`src/rtl/eew_pkg.sv`:
```
`timescale 1ns/1ps
package eew_pkg;

    localparam int ADDR_W        = 16;
    localparam int BYTE_W        = 8;
    localparam int DEF_ROW_BYTES = 32;
    localparam logic [3:0] DEF_DEV_TYPE = 4'b1010;

    typedef enum logic [2:0] {
        PH_IDLE,
        PH_SELECT,
        PH_ADDR_HI,
        PH_ADDR_LO,
        PH_DATA
    } phase_e;

    typedef struct packed {
        logic [3:0] dev_type;
        logic [2:0] chip;
        logic       rd;
    } sel_t;

    function automatic logic sel_ok(sel_t s, logic [3:0] t, logic [2:0] c);
        return (s.dev_type == t) && (s.chip == c) && !s.rd;
    endfunction

endpackage

```
`src/rtl/eew_bit_rx.sv`:
```
`timescale 1ns/1ps
module eew_bit_rx
    import eew_pkg::*;
(
    input  logic              clk,
    input  logic              rst,
    input  logic              clr,
    input  logic              bit_stb,
    input  logic              bit_val,
    output logic [BYTE_W-1:0] byte_q,
    output logic              byte_rdy,
    output logic              ack_end,
    output logic              slot_zero
);
    localparam int CNT_W = $clog2(BYTE_W + 1);

    logic [CNT_W-1:0] cnt_q;

    always_ff @(posedge clk) begin
        if (rst || clr) begin
            cnt_q    <= '0;
            byte_rdy <= 1'b0;
            if (rst) byte_q <= '0;
        end else begin
            byte_rdy <= 1'b0;
            if (bit_stb) begin
                if (cnt_q < CNT_W'(BYTE_W)) begin
                    byte_q   <= {byte_q[BYTE_W-2:0], bit_val};
                    cnt_q    <= cnt_q + 1'b1;
                    byte_rdy <= (cnt_q == CNT_W'(BYTE_W - 1));
                end else begin
                    cnt_q <= '0;
                end
            end
        end
    end

    // the strobe after the eighth data bit is the acknowledge clock
    assign ack_end   = bit_stb && (cnt_q == CNT_W'(BYTE_W));
    assign slot_zero = (cnt_q == '0);

    AST_SLOT_RANGE: assert property (@(posedge clk) disable iff (rst)
        cnt_q <= CNT_W'(BYTE_W)) else $error("bit counter out of range");
    AST_RDY_SINGLE: assert property (@(posedge clk) disable iff (rst)
        byte_rdy |=> !byte_rdy) else $error("byte ready held");

endmodule

```
`src/rtl/eew_row_buf.sv`:
```
`timescale 1ns/1ps
module eew_row_buf
    import eew_pkg::*;
#(
    parameter int ROW_BYTES = DEF_ROW_BYTES
) (
    input  logic                        clk,
    input  logic                        rst,
    input  logic                        clr,
    input  logic                        wr,
    input  logic [$clog2(ROW_BYTES)-1:0] col,
    input  logic [BYTE_W-1:0]           din,
    output logic [ROW_BYTES*BYTE_W-1:0] data,
    output logic [ROW_BYTES-1:0]        mask,
    output logic                        any
);
    localparam int COL_W = $clog2(ROW_BYTES);

    logic [BYTE_W-1:0] mem_q  [ROW_BYTES];
    logic              mark_q [ROW_BYTES];

    for (genvar g = 0; g < ROW_BYTES; g++) begin : g_cell
        always_ff @(posedge clk) begin
            if (rst) begin
                mem_q[g]  <= '0;
                mark_q[g] <= 1'b0;
            end else if (clr) begin
                mark_q[g] <= 1'b0;
            end else if (wr && (col == COL_W'(g))) begin
                mem_q[g]  <= din;
                mark_q[g] <= 1'b1;
            end
        end
        assign data[g*BYTE_W +: BYTE_W] = mem_q[g];
        assign mask[g]                  = mark_q[g];
    end

    assign any = |mask;

    AST_CLR_EMPTIES: assert property (@(posedge clk) disable iff (rst)
        clr |=> (mask == '0)) else $error("row not emptied");

endmodule

```
`src/rtl/eew_busy_timer.sv`:
```
`timescale 1ns/1ps
module eew_busy_timer #(
    parameter int WRITE_CYCLES = 1000
) (
    input  logic clk,
    input  logic rst,
    input  logic load,
    output logic busy,
    output logic done
);
    localparam int CW = $clog2(WRITE_CYCLES + 1);

    logic [CW-1:0] cnt_q;

    always_ff @(posedge clk) begin
        if (rst) begin
            cnt_q <= '0;
        end else if (load && (cnt_q == '0)) begin
            cnt_q <= CW'(WRITE_CYCLES);
        end else if (cnt_q != '0) begin
            cnt_q <= cnt_q - 1'b1;
        end
    end

    assign busy = (cnt_q != '0);
    assign done = (cnt_q == CW'(1));

    AST_LOAD_BUSY: assert property (@(posedge clk) disable iff (rst)
        (load && !busy) |=> busy) else $error("load did not start timer");
    AST_HOLD_BUSY: assert property (@(posedge clk) disable iff (rst)
        (busy && !done) |=> busy) else $error("busy ended early");

endmodule

```
`src/rtl/eew_write_slave.sv`:
```
`timescale 1ns/1ps
module eew_write_slave
    import eew_pkg::*;
#(
    parameter int         ROW_BYTES    = DEF_ROW_BYTES,
    parameter logic [3:0] DEV_TYPE     = DEF_DEV_TYPE,
    parameter int         WRITE_CYCLES = 1000
) (
    input  logic                                          clk,
    input  logic                                          rst,
    input  logic [2:0]                                    chip_addr,
    input  logic                                          wp_i,
    input  logic                                          ev_start,
    input  logic                                          ev_stop,
    input  logic                                          bit_stb,
    input  logic                                          bit_val,
    output logic                                          ack_o,
    output logic                                          busy_o,
    output logic                                          cm_valid,
    output logic [eew_pkg::ADDR_W-$clog2(ROW_BYTES)-1:0]  cm_row,
    output logic [ROW_BYTES*eew_pkg::BYTE_W-1:0]          cm_data,
    output logic [ROW_BYTES-1:0]                          cm_mask,
    output logic [eew_pkg::ADDR_W-1:0]                    ptr_o
);
    localparam int COL_W = $clog2(ROW_BYTES);
    localparam int ROW_W = ADDR_W - COL_W;

    // bus events are dropped entirely during the write cycle
    logic g_start, g_stop, g_bit;
    assign g_start = ev_start && !busy_o;
    assign g_stop  = ev_stop  && !busy_o;
    assign g_bit   = bit_stb  && !busy_o;

    logic [BYTE_W-1:0] rx_byte;
    logic              rx_rdy, rx_ack_end, rx_slot0;

    eew_bit_rx u_rx (
        .clk      (clk),
        .rst      (rst),
        .clr      (g_start || g_stop),
        .bit_stb  (g_bit),
        .bit_val  (bit_val),
        .byte_q   (rx_byte),
        .byte_rdy (rx_rdy),
        .ack_end  (rx_ack_end),
        .slot_zero(rx_slot0)
    );

    phase_e            phase_q;
    logic              ack_q;
    logic [BYTE_W-1:0] hi_q;
    logic [ROW_W-1:0]  row_q;
    logic [COL_W-1:0]  col_q, last_col_q;
    logic [ADDR_W-1:0] ptr_q, ptr_pend_q;
    logic              cm_valid_q;

    logic buf_wr, buf_any, commit_fire, tmr_done;

    assign buf_wr = rx_rdy && (phase_q == PH_DATA) && !wp_i && !g_start && !g_stop;

    eew_row_buf #(.ROW_BYTES(ROW_BYTES)) u_buf (
        .clk (clk),
        .rst (rst),
        .clr (g_start),
        .wr  (buf_wr),
        .col (col_q),
        .din (rx_byte),
        .data(cm_data),
        .mask(cm_mask),
        .any (buf_any)
    );

    // tenth-slot stop: receiver at bit zero while collecting data
    assign commit_fire = g_stop && (phase_q == PH_DATA) && rx_slot0 && buf_any;

    eew_busy_timer #(.WRITE_CYCLES(WRITE_CYCLES)) u_tmr (
        .clk (clk),
        .rst (rst),
        .load(commit_fire),
        .busy(busy_o),
        .done(tmr_done)
    );

    always_ff @(posedge clk) begin
        if (rst) begin
            phase_q    <= PH_IDLE;
            ack_q      <= 1'b0;
            hi_q       <= '0;
            row_q      <= '0;
            col_q      <= '0;
            last_col_q <= '0;
            ptr_q      <= '0;
            ptr_pend_q <= '0;
            cm_valid_q <= 1'b0;
        end else begin
            cm_valid_q <= commit_fire;
            if (commit_fire) ptr_pend_q <= {row_q, last_col_q} + ADDR_W'(1);
            if (tmr_done)    ptr_q      <= ptr_pend_q;

            if (g_start) begin
                phase_q <= PH_SELECT;
                ack_q   <= 1'b0;
            end else if (g_stop) begin
                phase_q <= PH_IDLE;
                ack_q   <= 1'b0;
            end else if (rx_ack_end) begin
                ack_q <= 1'b0;
            end else if (rx_rdy) begin
                unique case (phase_q)
                    PH_SELECT: begin
                        if (sel_ok(sel_t'(rx_byte), DEV_TYPE, chip_addr)) begin
                            ack_q   <= 1'b1;
                            phase_q <= PH_ADDR_HI;
                        end else begin
                            ack_q   <= 1'b0;
                            phase_q <= PH_IDLE;
                        end
                    end
                    PH_ADDR_HI: begin
                        hi_q    <= rx_byte;
                        ack_q   <= 1'b1;
                        phase_q <= PH_ADDR_LO;
                    end
                    PH_ADDR_LO: begin
                        row_q   <= {hi_q, rx_byte[BYTE_W-1:COL_W]};
                        col_q   <= rx_byte[COL_W-1:0];
                        ack_q   <= 1'b1;
                        phase_q <= PH_DATA;
                    end
                    PH_DATA: begin
                        if (!wp_i) begin
                            last_col_q <= col_q;
                            col_q      <= col_q + 1'b1;
                            ack_q      <= 1'b1;
                        end else begin
                            ack_q <= 1'b0;
                        end
                    end
                    default: ack_q <= 1'b0;
                endcase
            end
        end
    end

    assign ack_o    = ack_q;
    assign cm_valid = cm_valid_q;
    assign cm_row   = row_q;
    assign ptr_o    = ptr_q;

    AST_QUIET_WHILE_BUSY: assert property (@(posedge clk) disable iff (rst)
        busy_o |-> !ack_o) else $error("acknowledge during write cycle");
    AST_COMMIT_STARTS_BUSY: assert property (@(posedge clk) disable iff (rst)
        cm_valid |-> busy_o) else $error("commit without busy");
    AST_COMMIT_HAS_DATA: assert property (@(posedge clk) disable iff (rst)
        cm_valid |-> (cm_mask != '0)) else $error("empty commit");
    AST_PTR_HOLDS: assert property (@(posedge clk) disable iff (rst)
        !$fell(busy_o) |-> $stable(ptr_o)) else $error("pointer moved early");
    AST_WP_NO_ACK: assert property (@(posedge clk) disable iff (rst)
        (wp_i && rx_rdy && phase_q == PH_DATA && !ev_start && !ev_stop) |=> !ack_o)
        else $error("protected byte acknowledged");
    AST_REJECT_SILENT: assert property (@(posedge clk) disable iff (rst)
        (rx_rdy && phase_q == PH_IDLE && !ev_start && !ev_stop) |=> !ack_o)
        else $error("byte acknowledged after rejection");

endmodule

```
`config.mk`:
```
export PLATFORM = sky130hd
export DESIGN_NAME = eew_write_slave
export DESIGN_NICKNAME = d
export VERILOG_FILES = /design/src/rtl/eew_pkg.sv /design/src/rtl/eew_bit_rx.sv /design/src/rtl/eew_row_buf.sv /design/src/rtl/eew_busy_timer.sv /design/src/rtl/eew_write_slave.sv
export SDC_FILE = /design/constraint.sdc
export NUM_CORES = 1
export LEC_CHECK = 0
export BUFFER_PORTS_ARGS = -buffer_cell sky130_fd_sc_hd__buf_4
export CAP_MARGIN = 0
export CORE_MARGIN = 5
export CORE_UTILIZATION = 59
export DETAILED_ROUTE_END_ITERATION = 16
export PLACE_DENSITY = 0.81
export SETUP_SLACK_MARGIN = 0.02
export SYNTH_ARGS = -nofsm -noshare
export SYNTH_HDL_FRONTEND = slang
export SYNTH_SLANG_ARGS = --single-unit
```
`constraint.sdc`:
```
create_clock -name clk -period 4.98 [get_ports clk]
set_input_delay 0 -clock clk [delete_from_list [all_inputs] [get_ports clk]]
set_output_delay 0 -clock clk [all_outputs]
set_load 0.03 [all_outputs]
```
# == Word-level counts from Yosys, hierarchy flattened ==
# Memory sizes are Yosys's and may differ from the RTL's.
# Index checks and enable logic that the tools add are counted.
# totals
elab_cells,491
latch_bits,0
out_inout_bits,318
mem_bits_ro,0
ramBits,288
reg_bits,89
n_memories,2
in_bits,10
# classes
n_reduce_logical,77
bitwise_logic,102
muxes,247
n_addsub,4
order_cmp,1
multipliers,0
div,0
shift,0
n_eq_ne,43
# memory_table
memory,words,width,rd,rd_clocked_by_memory_dff,wr,line,rtl
u_buf.mem_q,32,8,32,0,32,eew_row_buf.sv:19,logic [BYTE_W-1:0] mem_q [ROW_BYTES];
u_buf.mark_q,32,1,32,0,32,eew_row_buf.sv:20,logic mark_q [ROW_BYTES];
# ops
op,n
8-bit 2-to-1 mux,36
1-bit 2-to-1 mux,203
1-bit OR,96
"5-bit equality test, second input constant",16
1-bit logical AND,46
"5-bit by 4-bit equality test with 1-bit output, second input constant",8
32-bit OR reduction,1
"5-bit by 3-bit equality test with 1-bit output, second input constant",4
10-bit 2-to-1 mux,2
"16-bit by 1-bit adder with 16-bit output, second input constant",1
6-bit AND reduction,2
"10-bit by 1-bit equality test with 1-bit output, second input constant",1
"5-bit by 2-bit equality test with 1-bit output, second input constant",2
10-bit logical NOT,1
5-bit case mux with 2 select lines,1
5-bit AND reduction,2
10-bit nonzero test,1
"10-bit by 1-bit subtractor with 10-bit output, second input constant",1
3-bit case mux with 3 select lines,1
3-bit AND reduction,3
"4-bit equality test, second input constant",2
2-bit nonzero test,4
"3-bit by 2-bit equality test with 1-bit output, second input constant",2
1-bit NOT,6
other kinds (23),32

# == Depth between registers and ports, before layout ==
# logic_depth
depth_word,12
depth_mapped,9
mapped_depth_nobuf,8

# == Modules after synthesis ==
# A second synthesis with hierarchy kept.
# hier_totals
hier_cells,1173
area_unflattened_um2,15703.8
# modules_own_cells
module,area_each_um2,seq_area_each_um2,instances,cells_each
eew_row_buf,11622.4,8648.3,1,752
eew_write_slave,2955.3,1321.3,1,314
eew_bit_rx,569.3,340.3,1,46
eew_busy_timer,556.8,200.2,1,61

# == Worst setup path after synthesis ==
# OpenSTA, ideal clock, no wires.
# synth_path
path_kind,reg2reg
startpoint,reg phase_q[0]
endpoint,"mem u_buf.mem_q[20][0] (netlist: u_buf.mem_q[1][32]), enable pin"
arrival_time_ps,2297
path_stages_with_launch,7
t_required_ps,4596
synth_period_minus_slack_ps,2681
setup_time_ps,384
path_slack_ps,2299
n_path_buf,2
path_cell_list,dfxtp_1 -> or3b_1 -> clkbuf_1 -> nor3b_4 -> nand3_1 -> clkbuf_1 -> o21ai_0
# synth_rtl
element,line,rtl
"start, declared",eew_write_slave.sv:49,phase_e phase_q;
"start signal, assigned",eew_write_slave.sv:86,phase_q <= PH_IDLE;
"start signal, assigned",eew_write_slave.sv:101,phase_q <= PH_SELECT;
"start signal, assigned",eew_write_slave.sv:104,phase_q <= PH_IDLE;
"end, declared",eew_row_buf.sv:19,

==> results.json <==
{
  "status": "complete, no violations",
  "reg2reg_depth": 4,
  "cp-end-kind": "register",
  "fmax_mhz": 267.7,
  "grt_use_total": 0.2690,
  "core_area_um2": 25840,
  "ir_drop_mv": 0.3010,
  "critPathRequiredTime_ns": 5.11,
  "rrSetupSlack_ns": 1.24,
  "async_flop_share": 0,
  "gp_congestion": 0.8511,
  "fillers": 1654,
  "drt_iter0_markers": 1139,
  "root_buffer": "clkbuf_16",
  "critPathBufInv": 0,
  "drv_cap": 0,
  "hpwl_um": 27360,
  "timing.rr.end": "u_buf.mem_q[0][105]",
  "viasPerCell": 5.659,
  "port-buffer-count": 327,
  "synthCells": 1203,
  "grt_pass1_wl_um": 59480,
  "max_slew.worst_pin.slew_ns": 1.249,
  "syn_area_um2": 15320,
  "relSlewSlack": 0.1600,
  "cp_top_family": "simple AND/OR/NAND/NOR gates",
  "ys_seq_elements": 377,
  "route.vias.total": 10480,
  "clk_pin_slew_ns": 0.06,
  "clk_latency_ns": 0.52,
  "fin_crit_sh": 0.7501,
  "hold_start": "ev_start",
  "hold_viol": 0,
  "synth_edf_count": 296,
  "cp.arrival_ns": 3.86,
  "rows": 59,
  "wirelength_um": 40660,
  "p_per_area_nw_per_um2": 414.7,
  "slowest_delay_ns": 1.23,
  "yosysWarnings": 0,
  "fin_area_um2": 19180,
  "finalCriticalPeriod_ns": 3.736,
  "p_total_uw": 7954,
  "dpl_worst_slack_ns": 1.355,
  "utilization": 0.7423,
  "clock-sinks": 377,
  "yosysTopAreaCell": "edfxtp_1",
  "die_y_um": 171.2,
  "io_pins": 328,
  "htreeDepth": 2,
  "overflow": 0,
  "fin_skew_ns": 0.01025,
  "numCtsBuffers": 38,
  "finalSetupViolations": 0,
  "start_kind": "register",
  "whs_endpoint": "u_rx.byte_rdy",
  "final_nets": 1509,
  "dieWidth_um": 171.2,
  "grt_pass1_vias": 9913,
  "hold_depth": 5,
  "n_antenna_cell": 0,
  "yosysTopAreaCellShare": 0.5800,
  "post_cts_buffers": 0,
  "first_pass_iters": 5,
  "syn_to_final_growth_pct": 25.15,
  "antenna_found_initial": 0,
  "grt_max_degree": 74,
  "dieArea_um2": 29300,
  "r2r-start": "phase_q[0]",
  "wl_per_cell_um": 21.97,
  "layout-drive-gt1-share": 0.2724,
  "synth_cell_types": 53,
  "synth.area.top_cells": "edfxtp_1 (58%), dfxtp_1 (11%), and2_1 (10%)",
  "start_util": 0.5931,
  "hp-class": "input pin to register",
  "postRouteAntennaNets": 0,
  "cpMaxStageDelayCell": "o21ai_0",
  "layout_setup_ws_ns": 1.244,
  "ys_seq_area_frac": 0.6858,
  "worstPathMaxFanout": 16,
  "rsz0062_at_grt": "false",
  "route.detailed.drc": 0,
  "place_area_um2": 17780,
  "finalSetupTns_ns": 0,
  "maxSlewViolCount": 0,
  "synth_nets": 1225,
  "synth_flop_cell": "edfxtp_1",
  "clockBufferDepth": 3,
  "p_leak_uw": 0.007420,
  "syn_avg_cell_area_um2": 12.74,
  "cts_tree": "done",
  "criticalPathCategory": "register to register",
  "crit_chain": "or3b_1 -> nor3b_4 -> nand4_1 -> o21ai_0"
}
-- repair_timing --
action	4_1_cts	5_1_grt
hold buffers	8	0
gates resized for setup	0	0
setup endpoints to repair	0	0
hold endpoints to repair	14	0
-- logic make-up after synthesis --
family / share of synthesized area
buf+inv: 0.03756
fa+ha+maj: 0.009797
mux: 0.01894
flops: 0.6858
xor+xnor: 0.01029
simple gates: 0.1889
compound gates: 0.04866
-- registers in the layout (all words and copies together) (netlist names) --
| register | count |
|---|---|
| ptr_o | 16 |
| u_rx.byte_rdy | 1 |
| u_tmr.cnt_q | 10 |
| col_q | 5 |
| phase_q | 3 |
| u_rx.cnt_q | 4 |
| ack_o | 1 |
| hi_q | 8 |
| u_rx.byte_q | 8 |
| u_buf.mem_q | 256 |
| u_buf.mark_q | 32 |
| cm_row | 11 |
| cm_valid | 1 |
| last_col_q | 5 |
| ptr_pend_q | 16 |
-- layout make-up --
cell class                 instances  area [µm²]  area share
multi-input combinational        708        4243      0.2212
inverter                          14       52.55    0.002740
sequential                       377       10510      0.5480
tap                              335       419.2     0.02186
clock buffer                      56        1154     0.06015
clock inverter                    13       167.7    0.008742
timing repair buffer             348        2633      0.1373
-- per-layer routing --
layer	vias up	track usage	routed length (µm)
met5	-	0	0
met4	0	0.1054	1633
met3	99	0.05615	3966
met2	592	0.4662	20400
met1	5023	0.3329	14660
li1	4761	-	-
-- stage by stage --
step / hold slack, ns / cells
2_1_floorplan: 0.1785 / 1203
3_3_place_gp: 0.3197 / 1774
3_5_place_dp: 0.3226 / 1774
4_1_cts: 0.009067 / 1851
5_1_grt: 0.07933 / 1851
6_report: 0.03016 / 1851
-- worst max path at each step --
stage | startpoint | end | slack [ns] | depth (start not counted)
2_1_floorplan | phase_q[0] | u_buf.mem_q[1][32] | 2.30 | 6
3_3_place_gp | phase_q[0] | u_buf.mem_q[0][106] | 1.44 | 4
3_5_place_dp | phase_q[0] | u_buf.mem_q[0][105] | 1.36 | 4
4_1_cts | phase_q[0] | u_buf.mem_q[0][105] | 1.25 | 4
5_1_grt | u_tmr.cnt_q[1] | u_buf.mem_q[0][88] | 0.99 | 6
6_report | phase_q[0] | u_buf.mem_q[0][105] | 1.24 | 4
-- Yosys cell counts (all sizes together), types with 3 or more instances --
library cell,number
edfxtp,296
and2,257
nor2,83
nand2,82
dfxtp,81
clkbuf,60
o21ai,53
buf,44
a21oi,33
mux2i,29
nand3,28
a211oi,16
nor4,16
and3,14
inv,13
ha,12
nand4,12
xnor2,11
nor3,10
xor2,7
o2bb2ai,6
nor3b,4
or2,4
nor2b,3
o211ai,3
or3,3
-- worst min-delay path: cells and delay by family --
family	cells	cell delay (ns)
AND/OR/NAND/NOR	3	0.29
buffers and inverters	1	0.12
AO/OA/AOI/OAI	1	0.10
-- report_power, final --
group	internal, µW	total (µW)	switching, µW
Sequential	3600	3730	128
Clock	1820	2970	1150
Combinational	373	1260	885
-- placed cells by master (no fill, tap or decap), types with 3 or more instances in the layout --
cell and instances:
bufinv_16 4, nor4_1 15, o2bb2ai_1 6, a211oi_1 16
edfxtp_1 296, nor2_1 79, nor3_1 7, clkbuf_16 42
clkinv_1 5, inv_1 13, clkinv_2 3, dfxtp_1 81
dlygate4sd3_1 8, clkbuf_1 9, or2_2 4, nor3_2 3
buf_4 340, xor2_1 7, nand2_1 82, nand3_1 28
nand4_1 12, a21oi_1 32, xnor2_1 11, or3_1 3
and3_1 14, and2_1 257, nor3b_1 3, ha_1 12
o21ai_0 52, nor2_2 4, mux2i_1 29, clkbuf_8 5
nor2b_1 3
Note: power is estimated with default switching activity, not from simulation.
